File: src/rtl/cell_delin_pkg.sv
package cell_delin_pkg;

   localparam int          HDR_W     = 40;
   localparam logic [7:0]  HEC_POLY  = 8'h07;
   localparam logic [7:0]  HEC_COSET = 8'h55;

   typedef enum logic [1:0] {
      LM_HUNT = 2'd0,
      LM_WAIT = 2'd1,
      LM_LOCK = 2'd2
   } link_mode_e;

   // serial CRC-8, first byte in the top bits, zero start value
   function automatic logic [7:0] crc8_word(input logic [31:0] d);
      logic [7:0] c;
      logic       fb;
      c = 8'h00;
      for (int i = 31; i >= 0; i--) begin
         fb = c[7] ^ d[i];
         c  = {c[6:0], 1'b0};
         if (fb) c = c ^ HEC_POLY;
      end
      return c;
   endfunction

   function automatic logic [7:0] hec_byte(input logic [31:0] d, input bit coset_en);
      return coset_en ? (crc8_word(d) ^ HEC_COSET) : crc8_word(d);
   endfunction

   function automatic logic [HDR_W-1:0] idle_header(input bit coset_en);
      return {32'h0000_0001, hec_byte(32'h0000_0001, coset_en)};
   endfunction

endpackage

File: src/rtl/cdh_hec_chk.sv
module cdh_hec_chk
   import cell_delin_pkg::*;
#(
   parameter bit COSET_EN = 1'b1
) (
   input  logic [HDR_W-1:0] hdr,
   output logic             hdr_ok
);

   logic [7:0] crc_raw;
   logic [7:0] crc_exp;

   assign crc_raw = crc8_word(hdr[HDR_W-1:8]);

   generate
      if (COSET_EN) begin : g_coset
         assign crc_exp = crc_raw ^ HEC_COSET;
      end else begin : g_plain
         assign crc_exp = crc_raw;
      end
   endgenerate

   assign hdr_ok = (crc_exp == hdr[7:0]);

endmodule

File: src/rtl/cdh_link_fsm.sv
module cdh_link_fsm
   import cell_delin_pkg::*;
#(
   parameter int LOCK_GOOD  = 6,
   parameter int UNLOCK_BAD = 7
) (
   input  logic clk,
   input  logic rst_n,
   input  logic hit,
   input  logic hdr_ok,
   output logic locked,
   output logic slip,
   output logic pass
);

   localparam int CNT_TOP = (LOCK_GOOD > UNLOCK_BAD) ? LOCK_GOOD : UNLOCK_BAD;
   localparam int CNT_W   = (CNT_TOP < 2) ? 1 : $clog2(CNT_TOP);
   localparam logic [CNT_W-1:0] GOOD_LAST = CNT_W'(LOCK_GOOD - 1);
   localparam logic [CNT_W-1:0] BAD_LAST  = CNT_W'(UNLOCK_BAD - 1);

   link_mode_e       mode_q, mode_d;
   logic [CNT_W-1:0] run_q, run_d;

   always_comb begin
      mode_d = mode_q;
      run_d  = run_q;
      slip   = 1'b0;
      pass   = 1'b0;
      if (hit) begin
         unique case (mode_q)
            LM_HUNT: begin
               if (hdr_ok) begin
                  if (run_q == GOOD_LAST) begin
                     mode_d = LM_LOCK;
                     run_d  = '0;
                  end else begin
                     run_d  = run_q + 1'b1;
                  end
               end else begin
                  slip   = 1'b1;
                  mode_d = LM_WAIT;
                  run_d  = '0;
               end
            end
            LM_WAIT: begin
               mode_d = LM_HUNT;
               run_d  = '0;
            end
            LM_LOCK: begin
               if (hdr_ok) begin
                  pass  = 1'b1;
                  run_d = '0;
               end else if (run_q == BAD_LAST) begin
                  mode_d = LM_HUNT;
                  run_d  = '0;
               end else begin
                  run_d  = run_q + 1'b1;
               end
            end
            default: begin
               mode_d = LM_HUNT;
               run_d  = '0;
            end
         endcase
      end
   end

   always_ff @(posedge clk) begin
      if (!rst_n) begin
         mode_q <= LM_HUNT;
         run_q  <= '0;
      end else begin
         mode_q <= mode_d;
         run_q  <= run_d;
      end
   end

   assign locked = (mode_q == LM_LOCK);

endmodule

File: src/rtl/cdh_out_stage.sv
module cdh_out_stage
   import cell_delin_pkg::*;
#(
   parameter int         LINK_W    = 3,
   parameter int         PAY_W     = 384,
   parameter logic [7:0] FILL_BYTE = 8'h6A,
   parameter bit         COSET_EN  = 1'b1
) (
   input  logic              clk,
   input  logic              rst_n,
   input  logic              in_vld,
   input  logic [LINK_W-1:0] in_link,
   input  logic [HDR_W-1:0]  in_hdr,
   input  logic [PAY_W-1:0]  in_pay,
   input  logic              pass,
   input  logic              slip,
   output logic              out_vld,
   output logic [LINK_W-1:0] out_link,
   output logic [HDR_W-1:0]  out_hdr,
   output logic [PAY_W-1:0]  out_pay,
   output logic              slip_req,
   output logic [LINK_W-1:0] slip_link
);

   localparam logic [HDR_W-1:0] IDLE_HDR   = idle_header(COSET_EN);
   localparam int               FILL_BYTES = PAY_W / 8;
   localparam int               FILL_REST  = PAY_W % 8;

   logic [PAY_W-1:0] idle_pay;

   generate
      for (genvar b = 0; b < FILL_BYTES; b++) begin : g_fill
         assign idle_pay[b*8 +: 8] = FILL_BYTE;
      end
      if (FILL_REST != 0) begin : g_rest
         assign idle_pay[PAY_W-1 -: FILL_REST] = FILL_BYTE[FILL_REST-1:0];
      end
   endgenerate

   always_ff @(posedge clk) begin
      if (!rst_n) begin
         out_vld   <= 1'b0;
         out_link  <= '0;
         out_hdr   <= '0;
         out_pay   <= '0;
         slip_req  <= 1'b0;
         slip_link <= '0;
      end else begin
         out_vld   <= in_vld;
         out_link  <= in_link;
         out_hdr   <= pass ? in_hdr : IDLE_HDR;
         out_pay   <= pass ? in_pay : idle_pay;
         slip_req  <= in_vld & slip;
         slip_link <= in_link;
      end
   end

endmodule

File: src/rtl/cell_delin.sv
module cell_delin
   import cell_delin_pkg::*;
#(
   parameter int         N_LINKS    = 8,
   parameter int         PAY_W      = 384,
   parameter int         LOCK_GOOD  = 6,
   parameter int         UNLOCK_BAD = 7,
   parameter logic [7:0] FILL_BYTE  = 8'h6A,
   parameter bit         COSET_EN   = 1'b1,
   localparam int        LINK_W     = (N_LINKS < 2) ? 1 : $clog2(N_LINKS)
) (
   input  logic               clk,
   input  logic               rst_n,
   input  logic               in_vld,
   input  logic [LINK_W-1:0]  in_link,
   input  logic [HDR_W-1:0]   in_hdr,
   input  logic [PAY_W-1:0]   in_pay,
   output logic               out_vld,
   output logic [LINK_W-1:0]  out_link,
   output logic [HDR_W-1:0]   out_hdr,
   output logic [PAY_W-1:0]   out_pay,
   output logic               slip_req,
   output logic [LINK_W-1:0]  slip_link,
   output logic [N_LINKS-1:0] lock
);

   generate
      if (N_LINKS < 2)    begin : g_bad_links $error("N_LINKS must be at least 2"); end
      if (LOCK_GOOD < 1)  begin : g_bad_good  $error("LOCK_GOOD must be at least 1"); end
      if (UNLOCK_BAD < 1) begin : g_bad_bad   $error("UNLOCK_BAD must be at least 1"); end
      if (PAY_W < 8)      begin : g_bad_pay   $error("PAY_W must be at least 8"); end
   endgenerate

   logic               hdr_ok;
   logic [N_LINKS-1:0] slip_vec;
   logic [N_LINKS-1:0] pass_vec;

   cdh_hec_chk #(.COSET_EN(COSET_EN)) u_hec (
      .hdr    (in_hdr),
      .hdr_ok (hdr_ok)
   );

   generate
      for (genvar g = 0; g < N_LINKS; g++) begin : g_link
         logic hit;
         assign hit = in_vld && (in_link == LINK_W'(g));
         cdh_link_fsm #(
            .LOCK_GOOD  (LOCK_GOOD),
            .UNLOCK_BAD (UNLOCK_BAD)
         ) u_fsm (
            .clk    (clk),
            .rst_n  (rst_n),
            .hit    (hit),
            .hdr_ok (hdr_ok),
            .locked (lock[g]),
            .slip   (slip_vec[g]),
            .pass   (pass_vec[g])
         );
      end
   endgenerate

   cdh_out_stage #(
      .LINK_W    (LINK_W),
      .PAY_W     (PAY_W),
      .FILL_BYTE (FILL_BYTE),
      .COSET_EN  (COSET_EN)
   ) u_out (
      .clk       (clk),
      .rst_n     (rst_n),
      .in_vld    (in_vld),
      .in_link   (in_link),
      .in_hdr    (in_hdr),
      .in_pay    (in_pay),
      .pass      (|pass_vec),
      .slip      (|slip_vec),
      .out_vld   (out_vld),
      .out_link  (out_link),
      .out_hdr   (out_hdr),
      .out_pay   (out_pay),
      .slip_req  (slip_req),
      .slip_link (slip_link)
   );

endmodule

File: config.mk
export PLATFORM = sky130hd
export DESIGN_NAME = cell_delin
export DESIGN_NICKNAME = d
export VERILOG_FILES = /design/src/rtl/cell_delin_pkg.sv /design/src/rtl/cdh_hec_chk.sv /design/src/rtl/cdh_link_fsm.sv /design/src/rtl/cdh_out_stage.sv /design/src/rtl/cell_delin.sv
export SDC_FILE = /design/constraint.sdc
export NUM_CORES = 1
export LEC_CHECK = 0
export ABC_AREA = 1
export BUFFER_PORTS_ARGS = -buffer_cell sky130_fd_sc_hd__buf_4
export CORE_AREA = 2 2 342 344
export DETAILED_ROUTE_END_ITERATION = 16
export DIE_AREA = 0 0 344 346
export PLACE_DENSITY = 0.4
export SLEW_MARGIN = 20
export SYNTH_ARGS = -nofsm -noshare
export SYNTH_HDL_FRONTEND = slang
export SYNTH_SLANG_ARGS = --single-unit
File: constraint.sdc
create_clock -name clk -period 8.2 [get_ports clk]
set_input_delay 0.82 -clock clk [delete_from_list [all_inputs] [get_ports clk]]
set_output_delay 0.82 -clock clk [all_outputs]
set_load 0.05 [all_outputs]
# Word level (Yosys, flattened, before mapping)
# Cells that the tools add are included.
# word_totals
ff_bits	469
input_bits	430
out_inout_bits	440
wordCells	327
# op_classes
add_sub_neg	8
n_eq_ne	56
mux	148
n_bitwise	64
reduce_logical	28
# op_table
op	n
$mux 383	1
$mux 3	64
$not 3->3	31
$mux 2	32
$eq 3x3->1 const B	20
$pmux 3 s2	8
$mux 1	34
$ne 2x2->1 const B	16
$pmux 2 s2	8
$reduce_and 4->1	8
$xor 1x1->1	26
$add 3x1->3 const B	8
$ne 3x2->1 const B	7
$eq 2x2->1 const B	8
$logic_not 2->1	8
$reduce_or 8->1	2
$mux 9	1
$eq 8x8->1	1
$logic_and 1x1->1	8
$eq 3x2->1 const B	2
$xor 1x1->1 const A	5
$not 4->4	1
$eq 3x1->1 const B	1
$logic_not 3->1	1
3 further kinds	3

# Longest topological paths before layout
# depth
ltp_word	70
depth_mapped	32
depth_no_buf	31

# Hierarchy
# A second synthesis with hierarchy kept.
# hier_totals
hier_cells	2238
area_unflattened_um2	17262.8
# modules_own_cells
mod	instances	cells_per_inst	area_per_inst_um2	seq_area_each_um2
cdh_out_stage	1	1360	12542.0	8588.2
cdh_link_fsm	8	55	340.3	100.1
cdh_hec_chk	1	391	1821.7	0.0
cell_delin	1	47	176.4	0.0

# Worst setup path before layout
# Ideal clock, no wire load.
# synth_path
path_type	input to register
startpoint	in in_hdr[38]
endpoint	reg u_out.out_pay[309]
setup_ps	132
t_arrival_ps	3384
t_required_ps	8068
slack_ps	4684
path_stages	25
path_buffers	2
cell_sequence	inv_2 -> nand2_1 -> nand2_1 -> nand2_2 -> nand2_2 -> nand2_1 -> nand2_1 -> nand2_1 -> nand2_1 -> nand2_2 -> nand2_2 -> nand2_1 -> nand2_2 -> nand2_2 -> nand2_1 -> xor2_1 -> inv_2 -> nand2_1 -> nand2_1 -> nor2_1 -> nand3_2 -> a31oi_4 -> buf_2 -> buf_2 -> a21oi_1
# synth_between
elab_chain_cells	31
elab_cells_between_ends	94
cone_classes	eq/ne: 1; mux: 45; bitwise: 47; reduce/logical: 1
# synth_lines
element	line_no	source
start: declaration	cell_delin.sv:16	input logic [HDR_W-1:0] in_hdr,
$xor 1x1->1 *	cell_delin_pkg.sv:19	fb = c[7] ^ d[i];
$mux 3 *	cell_delin_pkg.sv:21	if (fb) c = c ^ HEC_POLY;
$not 3->3 (no line)	--	
$mux 3	cell_delin_pkg.sv:21	
$not 3->3 (no line)	--	
$mux 3	cell_delin_pkg.sv:21	
$xor 1x1->1	cell_delin_pkg.sv:19	
$mux 3	cell_delin_pkg.sv:21	
[... 15 more ...]	--	
$mux 3	cell_delin_pkg.sv:21	
$not 4->4 (no line)	--	
$eq 8x8->1 *	cdh_hec_chk.sv:23	assign hdr_ok = (crc_exp == hdr[7:0]);
$mux 1 *	cdh_link_fsm.sv:50	if (hdr_ok) begin
$mux 1	cdh_link_fsm.sv:30	unique case (mode_q)
$mux 1	cdh_link_fsm.sv:29	if (hit) begin
$reduce_or 8->1 *	cell_delin.sv:74	.pass (|pass_vec),
$mux 383 *	cdh_out_stage.sv:52	out_pay <= pass ? in_pay : idle_pay;
end signal: assignment	cdh_out_stage.sv:52	
end: declaration	cdh_out_stage.sv:20	output logic [PAY_W-1:0] out_pay,
# Every way passes the cells marked *; elsewhere a longest branch is shown, timed or not.
# A chain may end at the register's enable or synchronous reset.

# Worst setup path in the final report
# layout_path
startpoint	in in_hdr[38]
endpoint	reg u_out.out_pay[227]
# Same word-level chain as after synthesis.

==> reports/results.tsv <==
metric	value	unit
status	completed	
mux cell area share after synthesis	0	%
row cnt	125	
layout cells sized above 1	32.9	%
WL met2	37300	um
WL met3	8250	um
Buf/Inv on CP	6	
simple-gate portion of the synthesized area	20.0	%
hold violation count in the final report	0	
xor/xnor cell area share of the yosys netlist	1.04	%
postcts setup bufs	0	
DRT Wirelength	83200	um
proportion of power drawn by combinational gates	15.3	%
crit path from	in_hdr[38]	
root buffer cell	clkbuf_16	
path type of the worst min-delay path	input pin to register	
Crit path required time	8.65	ns
Worst setup EP type	register	
Post-Syn Area	16800	um^2
syn nets	2621	
area occupied by multi-input gates	4880	um^2
clock tree buffer depth	3	
#FFs+latches synth	469	
critical path class	input pin to register	
wl on met1	34600	um
crit path time final	4.83	ns
vias in the first global route	15800	
Crit. path cell count	29	
clk_skew	0.0381	ns
RSZ-0062 raised after global routing	false	
internal power	0.00439	W
Clk Latency, worst-skew pair	0.63	ns
largest net degree at the start of global routing	173	
Reg area	9390	um^2
crit-path most repeated cell	nand2_1	
Largest delay share family, worst path	simple AND/OR/NAND/NOR gates	
Die Wd	344	um
switching power	0.00180	W
grt ovf	0	
core area	115000	um^2
final layout net count	3478	
r2r setup slk	5.22	ns
Max Used Layer	met5	
Placed Area	24800	um^2
# resized after CTS	0	
post-DR vias/cell	3.50	
setup TNS	0	ns
Switching Fraction	29.1	%
initial antenna violation count	26	
worst slew pin tran	1.11	ns
post-route cell area	27000	um^2
max incr delay on CP	0.52	ns
TritonCTS clock tree	built	
Pre-antenna DRT Iters	6	
Final HPWL DP	66100	um
Yosys cell types	24	
CP Max Fanout	143	
num ports	870	
Compound-Gate Fraction of Synth Area	7.86	%
Starting DRT DRC Count	771	
final setup fails	0	
WP data arrival	5.28	ns
WL per Instance	18.0	um
Port Buffers	869	
Pleak	14.3	nW
htree depth	3	
Max Cap Viol	0	
Syn. warnings	0	
clock share of power	46.7	%
Die Y	346	um
first-pass GRT wire length	114000	um
clk sinks	469	
Clock transition at path regs	0.06	ns
P&R area growth vs syn	60.5	%
critical path endpoint	u_out.out_pay[227]	
via count	16200	
hold buffer count at cts	0	
Reg2Reg Depth	9	
Num CTS Buffers	66	
share of power burned in registers	38.1	%
CP max-delay cell	buf_4	
Mapped Cells	2191	
total global-route track usage	13.4	%
largest family of logic cells by synthesized area	simple AND/OR/NAND/NOR gates	
Filler cells	13000	
Post-Synth Adder-Cell Area	0	%
DRT antenna net count	0	
sequential-to-total area share from yosys stat	55.8	%
Avg Inst Size Synth	7.67	um^2
routability cong.	0.851	
Reg-to-Reg Start	g_link[7].u_fsm.mode_q[1]	
Final Total Pwr	0.00619	W
starting density of the core	14.6	%
relative slew slack	26.2	%
Peak VDD IR	0.134	mV
fin crit share	58.9	%
CP startpoint kind	input pin	
PwrDens	229	nW/um^2
FMAX	0.207	GHz
Total Die Area	119000	um^2
reg2reg end	u_out.out_pay[227]	
fin. max-slew vios	0	
DRC Markers	0	
-- power by group through the flow --
stage / clock network (W) / registers, W / logic, W
2_1_floorplan: 0 / 0.00259 / 0.000377
3_3_place_gp: 0 / 0.00240 / 0.000951
3_5_place_dp: 0 / 0.00240 / 0.000951
4_1_cts: 0.00302 / 0.00236 / 0.000955
5_1_grt: 0.00311 / 0.00236 / 0.00104
6_report: 0.00289 / 0.00236 / 0.000946
-- metal layers --
layer / track usage, % / vias to the layer above
met2: 21.0 / 543
met3: 5.61 / 151
met1: 16.0 / 7271
met4: 5.20 / 34
met5: 0 / -
li1: - / 8167
-- state kept, by name, indices dropped and copies added, names as in the netlist --
signal and count:
g_link.u_fsm.run_q 24, u_out.out_pay 384, u_out.slip_link 3, u_out.slip_req 1
g_link.u_fsm.mode_q 16, u_out.out_vld 1, u_out.out_hdr 40
-- worst register-to-register path, cell delays in order, from the launching register on --
cell,delay (ns)
dfxtp_1,0.35
inv_1,0.05
nor2_1,0.27
inv_1,0.10
o22ai_1,0.22
a21oi_1,0.12
a31oi_4,0.29
buf_12,0.43
buf_4,0.85
a21oi_1,0.14
-- layout make-up --
class,instances,share of cell area (%)
antenna,3,0.0278
clock buffer,96,6.98
clock inverter,21,1.16
inverter,522,7.29
multi-input combinational,1112,18.1
sequential,469,34.8
tap,1524,7.07
timing repair buffer,877,24.6
-- synth_stat cells --
cell type	n	area, um^2
inv_1	506	1900
nand3b_1	5	37.5
nand4_1	8	50.1
buf_4	21	158
dfxtp_1	469	9390
or2_2	6	37.5
nor3_1	5	25.0
a31oi_4	1	21.3
o21ai_0	16	80.1
clkbuf_1	34	128
buf_6	24	270
xnor2_1	4	35.0
nand3_1	102	510
inv_2	16	60.1
nand2_2	16	100
xor2_1	16	140
nor2_1	331	1240
nor2_2	1	6.26
nor2_4	1	11.3
nand3_2	1	10.0
o22ai_1	3	18.8
buf_2	9	45.0
nand2_1	356	1340
a21oi_1	240	1200
-- through the flow --
step	cells	setup slack [ns]	hold slack, ns	utilization [%]
2_1_floorplan	2191	4.68	0.453	-
3_3_place_gp	4504	2.90	0.465	21.5
3_5_place_dp	4504	2.85	0.468	21.5
4_1_cts	4621	3.56	0.322	23.4
5_1_grt	4623	2.99	0.363	23.4
6_report	4624	3.37	0.392	23.4
-- how the worst min path moves through the flow --
stage                     slack [ns]                 startpoint  cells after the start                         to
final                           0.39                 in_pay[55]                      3          u_out.out_pay[55]
after global routing            0.36                in_pay[116]                      3         u_out.out_pay[116]
after CTS                       0.32                 in_pay[55]                      3          u_out.out_pay[55]
after detailed placement        0.47  g_link[2].u_fsm.mode_q[1]                      2  g_link[2].u_fsm.mode_q[1]
after global placement          0.46  g_link[2].u_fsm.mode_q[1]                      2  g_link[2].u_fsm.mode_q[1]
after floorplan                 0.45  g_link[1].u_fsm.mode_q[1]                      2  g_link[1].u_fsm.mode_q[1]
-- logic make-up after synthesis --
kind of cell	count (synthesis)
xor+xnor	20
flops	469
compound gates	260
buf+inv	610
simple gates	832
-- cells in the final DEF, fill, tap and decap left out, types with 12 or more instances in the layout --
cell | synthesis | routed
nand3_1 | 102 | 102
clkbuf_16 | 0 | 66
clkbuf_8 | 0 | 12
inv_1 | 506 | 506
xor2_1 | 16 | 16
buf_4 | 21 | 873
clkbuf_1 | 34 | 18
inv_2 | 16 | 15
a21oi_1 | 240 | 240
nand2_2 | 16 | 15
dfxtp_1 | 469 | 469
nand2_1 | 356 | 356
nor2_1 | 331 | 331
o21ai_0 | 16 | 16
Power figures use the tool's default switching activity.
